===== src/rtl/fm_pkg.sv =====
package fm_pkg;

    localparam int          FRAME_BITS = 24;
    localparam logic [7:0]  ADDR_BASE  = 8'hA0;

    typedef enum logic [1:0] {
        ST_IDLE  = 2'd0,
        ST_BIT   = 2'd1,
        ST_CLOSE = 2'd2,
        ST_GAP   = 2'd3
    } tx_state_e;

    // packed with the first-sent byte in the low bits
    typedef struct packed {
        logic [7:0] cksum;
        logic [7:0] value;
        logic [7:0] addr;
    } frame_t;

    function automatic logic [7:0] make_addr(input logic [1:0] sel);
        return ADDR_BASE + {6'b0, sel};
    endfunction

    function automatic logic [7:0] make_cksum(input logic [7:0] a, input logic [7:0] v);
        return 8'(8'd0 - a - v);
    endfunction

endpackage


===== src/rtl/fm_frame_asm.sv =====
module fm_frame_asm
    import fm_pkg::*;
(
    input  logic [1:0] dev_sel,
    input  logic [7:0] value,
    output frame_t     frame
);
    logic [7:0] addr_byte;

    always_comb begin
        addr_byte   = make_addr(dev_sel);
        frame.addr  = addr_byte;
        frame.value = value;
        frame.cksum = make_cksum(addr_byte, value);
    end
endmodule


===== src/rtl/fm_half_timer.sv =====
module fm_half_timer #(
    parameter int HALF_TICKS = 200
) (
    input  logic clk,
    input  logic rst,
    input  logic clear,
    input  logic run,
    input  logic tick_en,
    output logic half_end
);
    generate
        if (HALF_TICKS <= 1) begin : g_direct
            assign half_end = run && tick_en;
        end else begin : g_count
            localparam int CW = $clog2(HALF_TICKS);
            localparam logic [CW-1:0] LAST = CW'(HALF_TICKS - 1);
            logic [CW-1:0] cnt;

            always_ff @(posedge clk) begin
                if (rst || clear) begin
                    cnt <= '0;
                end else if (run && tick_en) begin
                    if (cnt == LAST) cnt <= '0;
                    else             cnt <= cnt + 1'b1;
                end
            end

            assign half_end = run && tick_en && (cnt == LAST);
        end
    endgenerate
endmodule


===== src/rtl/fm_shift_reg.sv =====
module fm_shift_reg #(
    parameter int W = 24
) (
    input  logic         clk,
    input  logic         rst,
    input  logic         load,
    input  logic [W-1:0] load_data,
    input  logic         shift,
    output logic         head
);
    logic [W-1:0] sr;

    always_ff @(posedge clk) begin
        if (rst)        sr <= '0;
        else if (load)  sr <= load_data;
        else if (shift) sr <= {1'b0, sr[W-1:1]};
    end

    assign head = sr[0];
endmodule


===== src/rtl/fm_frame_tx.sv =====
module fm_frame_tx
    import fm_pkg::*;
#(
    parameter int HALF_TICKS   = 200,
    parameter int CLOSE_HALVES = 2,
    parameter int GAP_HALVES   = 4
) (
    input  logic       clk,
    input  logic       rst,
    input  logic       tick_en,
    input  logic       start,
    input  logic [1:0] dev_sel,
    input  logic [7:0] value,
    output logic       txd,
    output logic       busy,
    output logic       done
);
    localparam int HMAX = (CLOSE_HALVES > GAP_HALVES) ? CLOSE_HALVES : GAP_HALVES;
    localparam int HW   = (HMAX > 1) ? $clog2(HMAX) : 1;
    localparam int BW   = $clog2(FRAME_BITS);
    localparam logic [BW-1:0] LAST_BIT   = BW'(FRAME_BITS - 1);
    localparam logic [HW-1:0] CLOSE_LAST = HW'(CLOSE_HALVES - 1);
    localparam logic [HW-1:0] GAP_LAST   = HW'(GAP_HALVES - 1);

    tx_state_e     state;
    frame_t        frame_new;
    logic          accept;
    logic          half_end;
    logic          cur_bit;
    logic          shift_en;
    logic          second_half;
    logic [BW-1:0] bit_idx;
    logic [HW-1:0] slot_cnt;

    assign accept   = (state == ST_IDLE) && start;
    assign shift_en = (state == ST_BIT) && half_end && second_half;

    fm_frame_asm u_asm (
        .dev_sel (dev_sel),
        .value   (value),
        .frame   (frame_new)
    );

    fm_half_timer #(.HALF_TICKS(HALF_TICKS)) u_timer (
        .clk      (clk),
        .rst      (rst),
        .clear    (accept),
        .run      (state != ST_IDLE),
        .tick_en  (tick_en),
        .half_end (half_end)
    );

    fm_shift_reg #(.W(FRAME_BITS)) u_sr (
        .clk       (clk),
        .rst       (rst),
        .load      (accept),
        .load_data (frame_new),
        .shift     (shift_en),
        .head      (cur_bit)
    );

    always_ff @(posedge clk) begin
        if (rst) begin
            state       <= ST_IDLE;
            txd         <= 1'b0;
            busy        <= 1'b0;
            done        <= 1'b0;
            second_half <= 1'b0;
            bit_idx     <= '0;
            slot_cnt    <= '0;
        end else begin
            done <= 1'b0;
            unique case (state)
                ST_IDLE: begin
                    if (start) begin
                        state       <= ST_BIT;
                        txd         <= ~txd;
                        busy        <= 1'b1;
                        second_half <= 1'b0;
                        bit_idx     <= '0;
                    end
                end
                ST_BIT: begin
                    if (half_end) begin
                        if (!second_half) begin
                            if (!cur_bit) txd <= ~txd;
                            second_half <= 1'b1;
                        end else begin
                            second_half <= 1'b0;
                            txd         <= ~txd;
                            if (bit_idx == LAST_BIT) begin
                                state    <= ST_CLOSE;
                                slot_cnt <= '0;
                            end else begin
                                bit_idx <= bit_idx + 1'b1;
                            end
                        end
                    end
                end
                ST_CLOSE: begin
                    if (half_end) begin
                        if (slot_cnt == CLOSE_LAST) begin
                            txd      <= 1'b0;
                            state    <= ST_GAP;
                            slot_cnt <= '0;
                        end else begin
                            slot_cnt <= slot_cnt + 1'b1;
                        end
                    end
                end
                ST_GAP: begin
                    if (half_end) begin
                        if (slot_cnt == GAP_LAST) begin
                            done  <= 1'b1;
                            busy  <= 1'b0;
                            state <= ST_IDLE;
                        end else begin
                            slot_cnt <= slot_cnt + 1'b1;
                        end
                    end
                end
                default: state <= ST_IDLE;
            endcase
        end
    end
endmodule


===== config.mk =====
export PLATFORM = sky130hd
export DESIGN_NAME = fm_frame_tx
export DESIGN_NICKNAME = d
export VERILOG_FILES = /design/src/rtl/fm_pkg.sv /design/src/rtl/fm_frame_asm.sv /design/src/rtl/fm_half_timer.sv /design/src/rtl/fm_shift_reg.sv /design/src/rtl/fm_frame_tx.sv
export SDC_FILE = /design/constraint.sdc
export NUM_CORES = 1
export LEC_CHECK = 0
export ABC_AREA = 1
export BUFFER_PORTS_ARGS = -buffer_cell sky130_fd_sc_hd__buf_4
export CORE_UTILIZATION = 47
export CTS_BUF_LIST = sky130_fd_sc_hd__clkbuf_16
export CTS_CLUSTER_DIAMETER = 200
export CTS_CLUSTER_SIZE = 10
export DETAILED_ROUTE_END_ITERATION = 7
export GPL_TIMING_DRIVEN = 0
export PLACE_DENSITY = 0.71
export SKIP_LAST_GASP = 1
export SYNTH_ARGS = -nofsm -noshare
export SYNTH_HDL_FRONTEND = slang
export SYNTH_SLANG_ARGS = --single-unit

===== constraint.sdc =====
create_clock -name clk -period 1.94 [get_ports clk]
set_input_delay 0 -clock clk [delete_from_list [all_inputs] [get_ports clk]]
set_output_delay 0 -clock clk [all_outputs]
set_load 0.005 [all_outputs]

Word level (Yosys, flattened, before mapping)
Index checks and enable logic that the tools add are counted.

Add/subtract/negate cells: 6. Equal/unequal tests: 18. Mux-type cells: 41. Bitwise gates (word level): 3. Reduce and logical (&&, ||, !) cells: 20.

Operators by type and width (count): two-way mux 24 bit (2); two-way mux 2 bit (15); two-way mux 5 bit (4); inequality test 2 bit, second input constant (9); two-way mux 1 bit (13); case mux 5 bit (2 select lines) (1); adder 8 x 1 -> 8 bit, second input constant (1); adder 8 x 2 -> 8 bit, first input constant (1); equality test 8 bit, second input constant (1); two-way mux 8 bit (1); case mux 2 bit (4 select lines) (1); AND reduction 8 bit (1); nonzero test 2 bit (4); subtractor 1 x 8 -> 8 bit, first input constant (1); subtractor 8 bit (1); AND reduction 7 bit (1); equality test 2 bit, second input constant (3); case mux 2 bit (3 select lines) (1); AND reduction 6 bit (1); nonzero test 3 bit (2); adder 5 x 1 -> 5 bit, second input constant (1); equality test 5 bit, second input constant (1); logical AND 1 bit (5); AND reduction 5 bit (1); other kinds (12) (16).

Register bits after elaboration: 45. Input bits: 14. Output and inout bits: 3.

Depth between registers and ports, before layout
Depth after elaboration: 7. Depth in mapped cells: 13. Gate-level depth less buffers: 13.

Cells and area by module
From an unflattened synthesis, not the netlist that was laid out.

Cells, all modules: 479. Area, all modules: 3098.0 µm².

By module, submodules not included: fm_shift_reg (instances 1, cells an instance 200, area each 1297.5 µm², seq. area each 480.5 µm²); fm_frame_tx (instances 1, cells an instance 148, area each 945.9 µm², seq. area each 260.2 µm²); fm_frame_asm (instances 1, cells an instance 70, area each 431.7 µm², seq. area each 0.0 µm²); fm_half_timer (instances 1, cells an instance 61, area each 422.9 µm², seq. area each 160.2 µm²).

Worst setup path after synthesis
No wires, ideal clock.

Path type: register to register. Start point: reg state[0]. End point: reg u_sr.sr[11]. Library setup time: 0.132 ns. Data arrival time: 1.643 ns. Data required time: 1.808 ns. Setup slack: 0.165 ns. Stages on the path, launching flop included: 12. Buffers on the path: 1. Cells stage by stage: dfxtp_1 > inv_1 > ha_1 > inv_2 > nand2_2 > clkinv_2 > nand3_4 > nor2_8 > nand2_8 > buf_4 > a21oi_1 > a21oi_1.

Word-level cells in the longest chain between the ends: 6. Elaborated cells between the ends (all ways): 10. Classes of those cells: 1 x eq/ne; 1 x mux; 8 x reduce/logical.

RTL lines: start, declared (RTL line fm_frame_tx.sv:25) `tx_state_e state;`; start signal, assigned (RTL line fm_frame_tx.sv:64) `state <= ST_IDLE;`; start signal, assigned (RTL line fm_frame_tx.sv:76) `state <= ST_BIT;`; start signal, assigned (RTL line fm_frame_tx.sv:92) `state <= ST_CLOSE;`; nonzero test 2 bit (RTL line fm_frame_tx.sv:48) `.run (state != ST_IDLE),`; logical AND 1 bit (2 in a row) (RTL line fm_half_timer.sv:28) `assign half_end = run && tick_en && (cnt == LAST);`; logical AND 1 bit (2 in a row) (RTL line fm_frame_tx.sv:36) `assign shift_en = (state == ST_BIT) && half_end && second_half;`; nonzero test 2 bit (no source line); end signal, assigned (RTL line fm_shift_reg.sv:15) `else if (load) sr <= load_data;`; end signal, assigned (RTL line fm_shift_reg.sv:16) `else if (shift) sr <= {1'b0, sr[W-1:1]};`; end, declared (RTL line fm_shift_reg.sv:11) `logic [W-1:0] sr;`.

Several ways; a longest one is shown, not always the timed one. A chain may end at the register's enable or synchronous reset.

Worst setup path after layout
Start point: reg state[1]. End point: reg state[1].

Word-level cells in the longest chain between the ends: 5. Elaborated cells between the ends (all ways): 17. Classes of those cells: 11 x eq/ne; 1 x mux; 5 x reduce/logical.

RTL lines (RTL line): nonzero test 2 bit (fm_frame_tx.sv:48); logical AND 1 bit (2 in a row) (fm_half_timer.sv:28); inequality test 2 bit (no source line); AND reduction 8 bit (no source line).

Several ways; a longest one is shown, not always the timed one.

==> impl_metrics.yaml <==
floorplanning:
  dieWidth_um: 76.50
  pin_count: 17
  core_area_um2: 5238
  initial_core_util_pct: 49.81
  die_h_um: 76.50
  rows: 26
  dieArea_um2: 5852
logic_synthesis:
  ys_seq_area_share_pct: 34.53
  yosysUniqueCellTypes: 35
  avgSynthCellArea_um2: 6.957
  syn_inst: 375
  synth-main-ff-cell: "dfxtp_1"
  ys_seq_elements: 45
  synthesis.nets: 407
  async_flop_share_pct: 0
  syn_area_um2: 2609
  synth_warnings: 0
  synth-edff-count: 0
critical_path:
  cpMostUsedCell: "nand2_1"
  r2r_start: "state[1]$_SDFFE_PP0P_"
  max_stage_delay_ps: 370
  critPathSlowestCell: "dfxtp_4"
  critPathLaunchType: "flip-flop"
  cp_data_arrival_time_ps: 2020
  critPathMaxFanout: 6
  end_kind: "flip-flop"
  r2r_cells: 13
  rrSetupSlack_ps: 100
  required_ps: 2120
  cp_cell_sequence: "inv_1 -> ha_4 -> inv_2 -> nand2_4 -> inv_4 -> nand3_4 -> buf_4 -> nand2_1 -> nand2_1 -> nor2_4 -> nand3_1 -> nand2_1 -> nor2_1"
  crit_type: "reg -> reg"
  r2r_end: "state[1]$_SDFFE_PP0P_"
route:
  first_iter_violations: 138
  post_drt_via_cell_ratio: 5.083
  drc: 0
  vias: 2394
  drt_first_pass_iters: 4
  wl_um: 6103
  antenna_left: 0
  drt-wirelength-per-cell_um: 12.96
sta:
  timing.fmax_mhz: 542.9
  fin_crit_ps: 1842
  clock_skew_ps: 4.001
  drv_slew: 0
  post-route-period-util_pct: 94.95
  rsz0062_at_grt: "true"
  setup_slack_ps: 97.90
  relSlewSlack_pct: 56.73
  worst_pin_slew_ps: 649.0
  setup_viol_count_final: 0
  hold_viol_final: 0
finish:
  syn2layout_area_growth_pct: 17.41
  fillers: 510
  nets: 432
  drive_gt1_share_pct: 14.71
  diodes: 0
  final_cell_mix: "nand2_1 (75), nor2_1 (56), dfxtp_1 (43), inv_1 (39), nand3_1 (33)"
  mostFrequentLayoutCell: "nand2_1"
hold_path:
  hold_end: "u_sr.sr[15]$_SDFFE_PP0P_"
  hold_path.class: "in -> reg"
  hp-start: "value[7]"
  whs_path_depth: 3
power:
  p_total_mw: 3.286
  pwr-share-seq_pct: 35.1
  clkPwrFrac_pct: 29.5
  switching_share_pct: 36.55
  p_leak_nw: 1.329
  irDropWorstVdd_mv: 0.5616
  intPower_mw: 2.085
  p_per_area_nw_per_um2: 1073
  power_switching_mw: 1.201
  combinationalPowerShare_pct: 35.5
clock_tree:
  clkTransAtPathRegs_ps: 60
  ctsHoldBuffers: 0
  h-tree-depth: 2
  clock_latency_ps: 290
  clockBufferDepth: 2
  tritoncts: "yes"
  cts-root-buf: "clkbuf_16"
  cts_buffers: 5
  cts.sinks: 45
status:
  outcome: "finished clean"
global_route:
  gr-total-overflow: 0
  grt_max_degree: 15
  antenna_found_initial: 0
  grt.total_usage_pct: 21.97
  grt_pass1_wl_um: 10180
  grt_pass1_vias: 2238
placed_design:
  gp_congestion: 0.7911
  hpwl_um: 4211
  portBuffers: 15
  dp_slack_ps: -162.4
job:
  max_cap_violations: 0
-- worst max-delay path by stage --
stage | depth (start not counted) | end | startpoint | slack, ps
5_1_grt | 13 | state[0]$_SDFFE_PP0P_ | state[1]$_SDFFE_PP0P_ | -20
4_1_cts | 11 | u_sr.sr[12]$_SDFFE_PP0P_ | state[0]$_SDFFE_PP0P_ | 20
6_report | 13 | state[1]$_SDFFE_PP0P_ | state[1]$_SDFFE_PP0P_ | 100
2_1_floorplan | 11 | u_sr.sr[11]$_SDFFE_PP0P_ | state[0]$_SDFFE_PP0P_ | 160
3_3_place_gp | 8 | u_sr.sr[18]$_SDFFE_PP0P_ | state[0]$_SDFFE_PP0P_ | -150
3_5_place_dp | 8 | u_sr.sr[18]$_SDFFE_PP0P_ | state[0]$_SDFFE_PP0P_ | -160
-- registers in the layout, summed over array words and instances, names as in the netlist --
| register | count |
|---|---|
| u_sr.sr | 24 |
| u_timer.g_count.cnt | 8 |
| bit_idx | 5 |
| slot_cnt | 2 |
| state | 2 |
| busy | 1 |
| done | 1 |
| second_half | 1 |
| txd | 1 |
-- per-layer routing --
layer	routed length, um	part of all wire [%]	global-route usage, %	up-vias
li1	-	-	-	1264
met1	2742	45	27.00	1083
met2	3076	50	38.47	41
met3	212	3.5	3.353	6
met4	71	1.2	8.269	0
met5	0	0	0	-
-- area by class of cell --
class	count	area (um^2)	share of cell area [%]
Multi-Input combinational cell	274	1528	49.88
Inverter	44	167.7	5.474
Tap cell	70	87.58	2.859
Timing Repair Buffer	18	135.1	4.412
Clock inverter	3	41.29	1.348
Clock buffer	5	125.1	4.085
Buffer	12	70.07	2.288
Sequential cell	45	908.4	29.66
-- stage by stage --
stage / hold slack (ps) / TNS [ps] / std cells / instance area, um^2 / utilization (%)
detailed placement: 317.9 / -2150 / 460 / 2809 / 53.63
finish: 16.69 / 0 / 471 / 3063 / 58.48
global route: 48.21 / -56.05 / 471 / 3063 / 58.48
floorplan: 170.1 / 0 / 375 / 2609 / -
global placement: 310.7 / -1356 / 460 / 2809 / 53.63
CTS: 17.87 / 0 / 469 / 2992 / 57.12
-- power groups by stage --
stage	logic (mW)	clock network, mW	registers (mW)
4_1_cts	1.08	0.982	1.15
5_1_grt	1.31	1.01	1.17
2_1_floorplan	0.800	0	1.14
3_3_place_gp	1.03	0	1.16
3_5_place_dp	1.04	0	1.16
6_report	1.16	0.969	1.15
-- worst max-delay path: cells and delay by family (launching register included) --
kind | cells | cell delay [ps]
and+or+nand+nor | 8 | 730
buffers and inverters | 4 | 440
DFF | 1 | 370
adders and majority gates | 1 | 190
-- repair_timing --
action | 4_1_cts | 5_1_grt
buffers inserted | 1 | 2
resized for setup | 6 | 15
endpoints found under the hold margin | 0 | 0
gates cloned | 0 | 0
pin swaps | 1 | 3
setup endpoints to repair | 33 | 26
-- kinds of logic after synthesis --
logic type	count (synthesis)	share of synthesized area (%)
flops	45	34.53
simple gates	192	34.01
xor+xnor	5	1.679
fa+ha+maj	18	8.921
buf+inv	56	8.824
compound gates	59	12.04
-- cell usage after synthesis, types with 4 or more instances --
cell	instances	share of area, %
a21oi_1	34	6.5
a31oi_1	4	0.96
clkbuf_1	6	0.86
dfxtp_1	45	35
ha_1	17	8.2
inv_1	40	5.8
nand2_1	75	11
nand3_1	33	6.3
nor2_1	58	8.3
nor3_1	7	1.3
o21ai_0	16	3.1
xor2_1	4	1.3
Note: power is estimated with default switching activity, not from simulation.
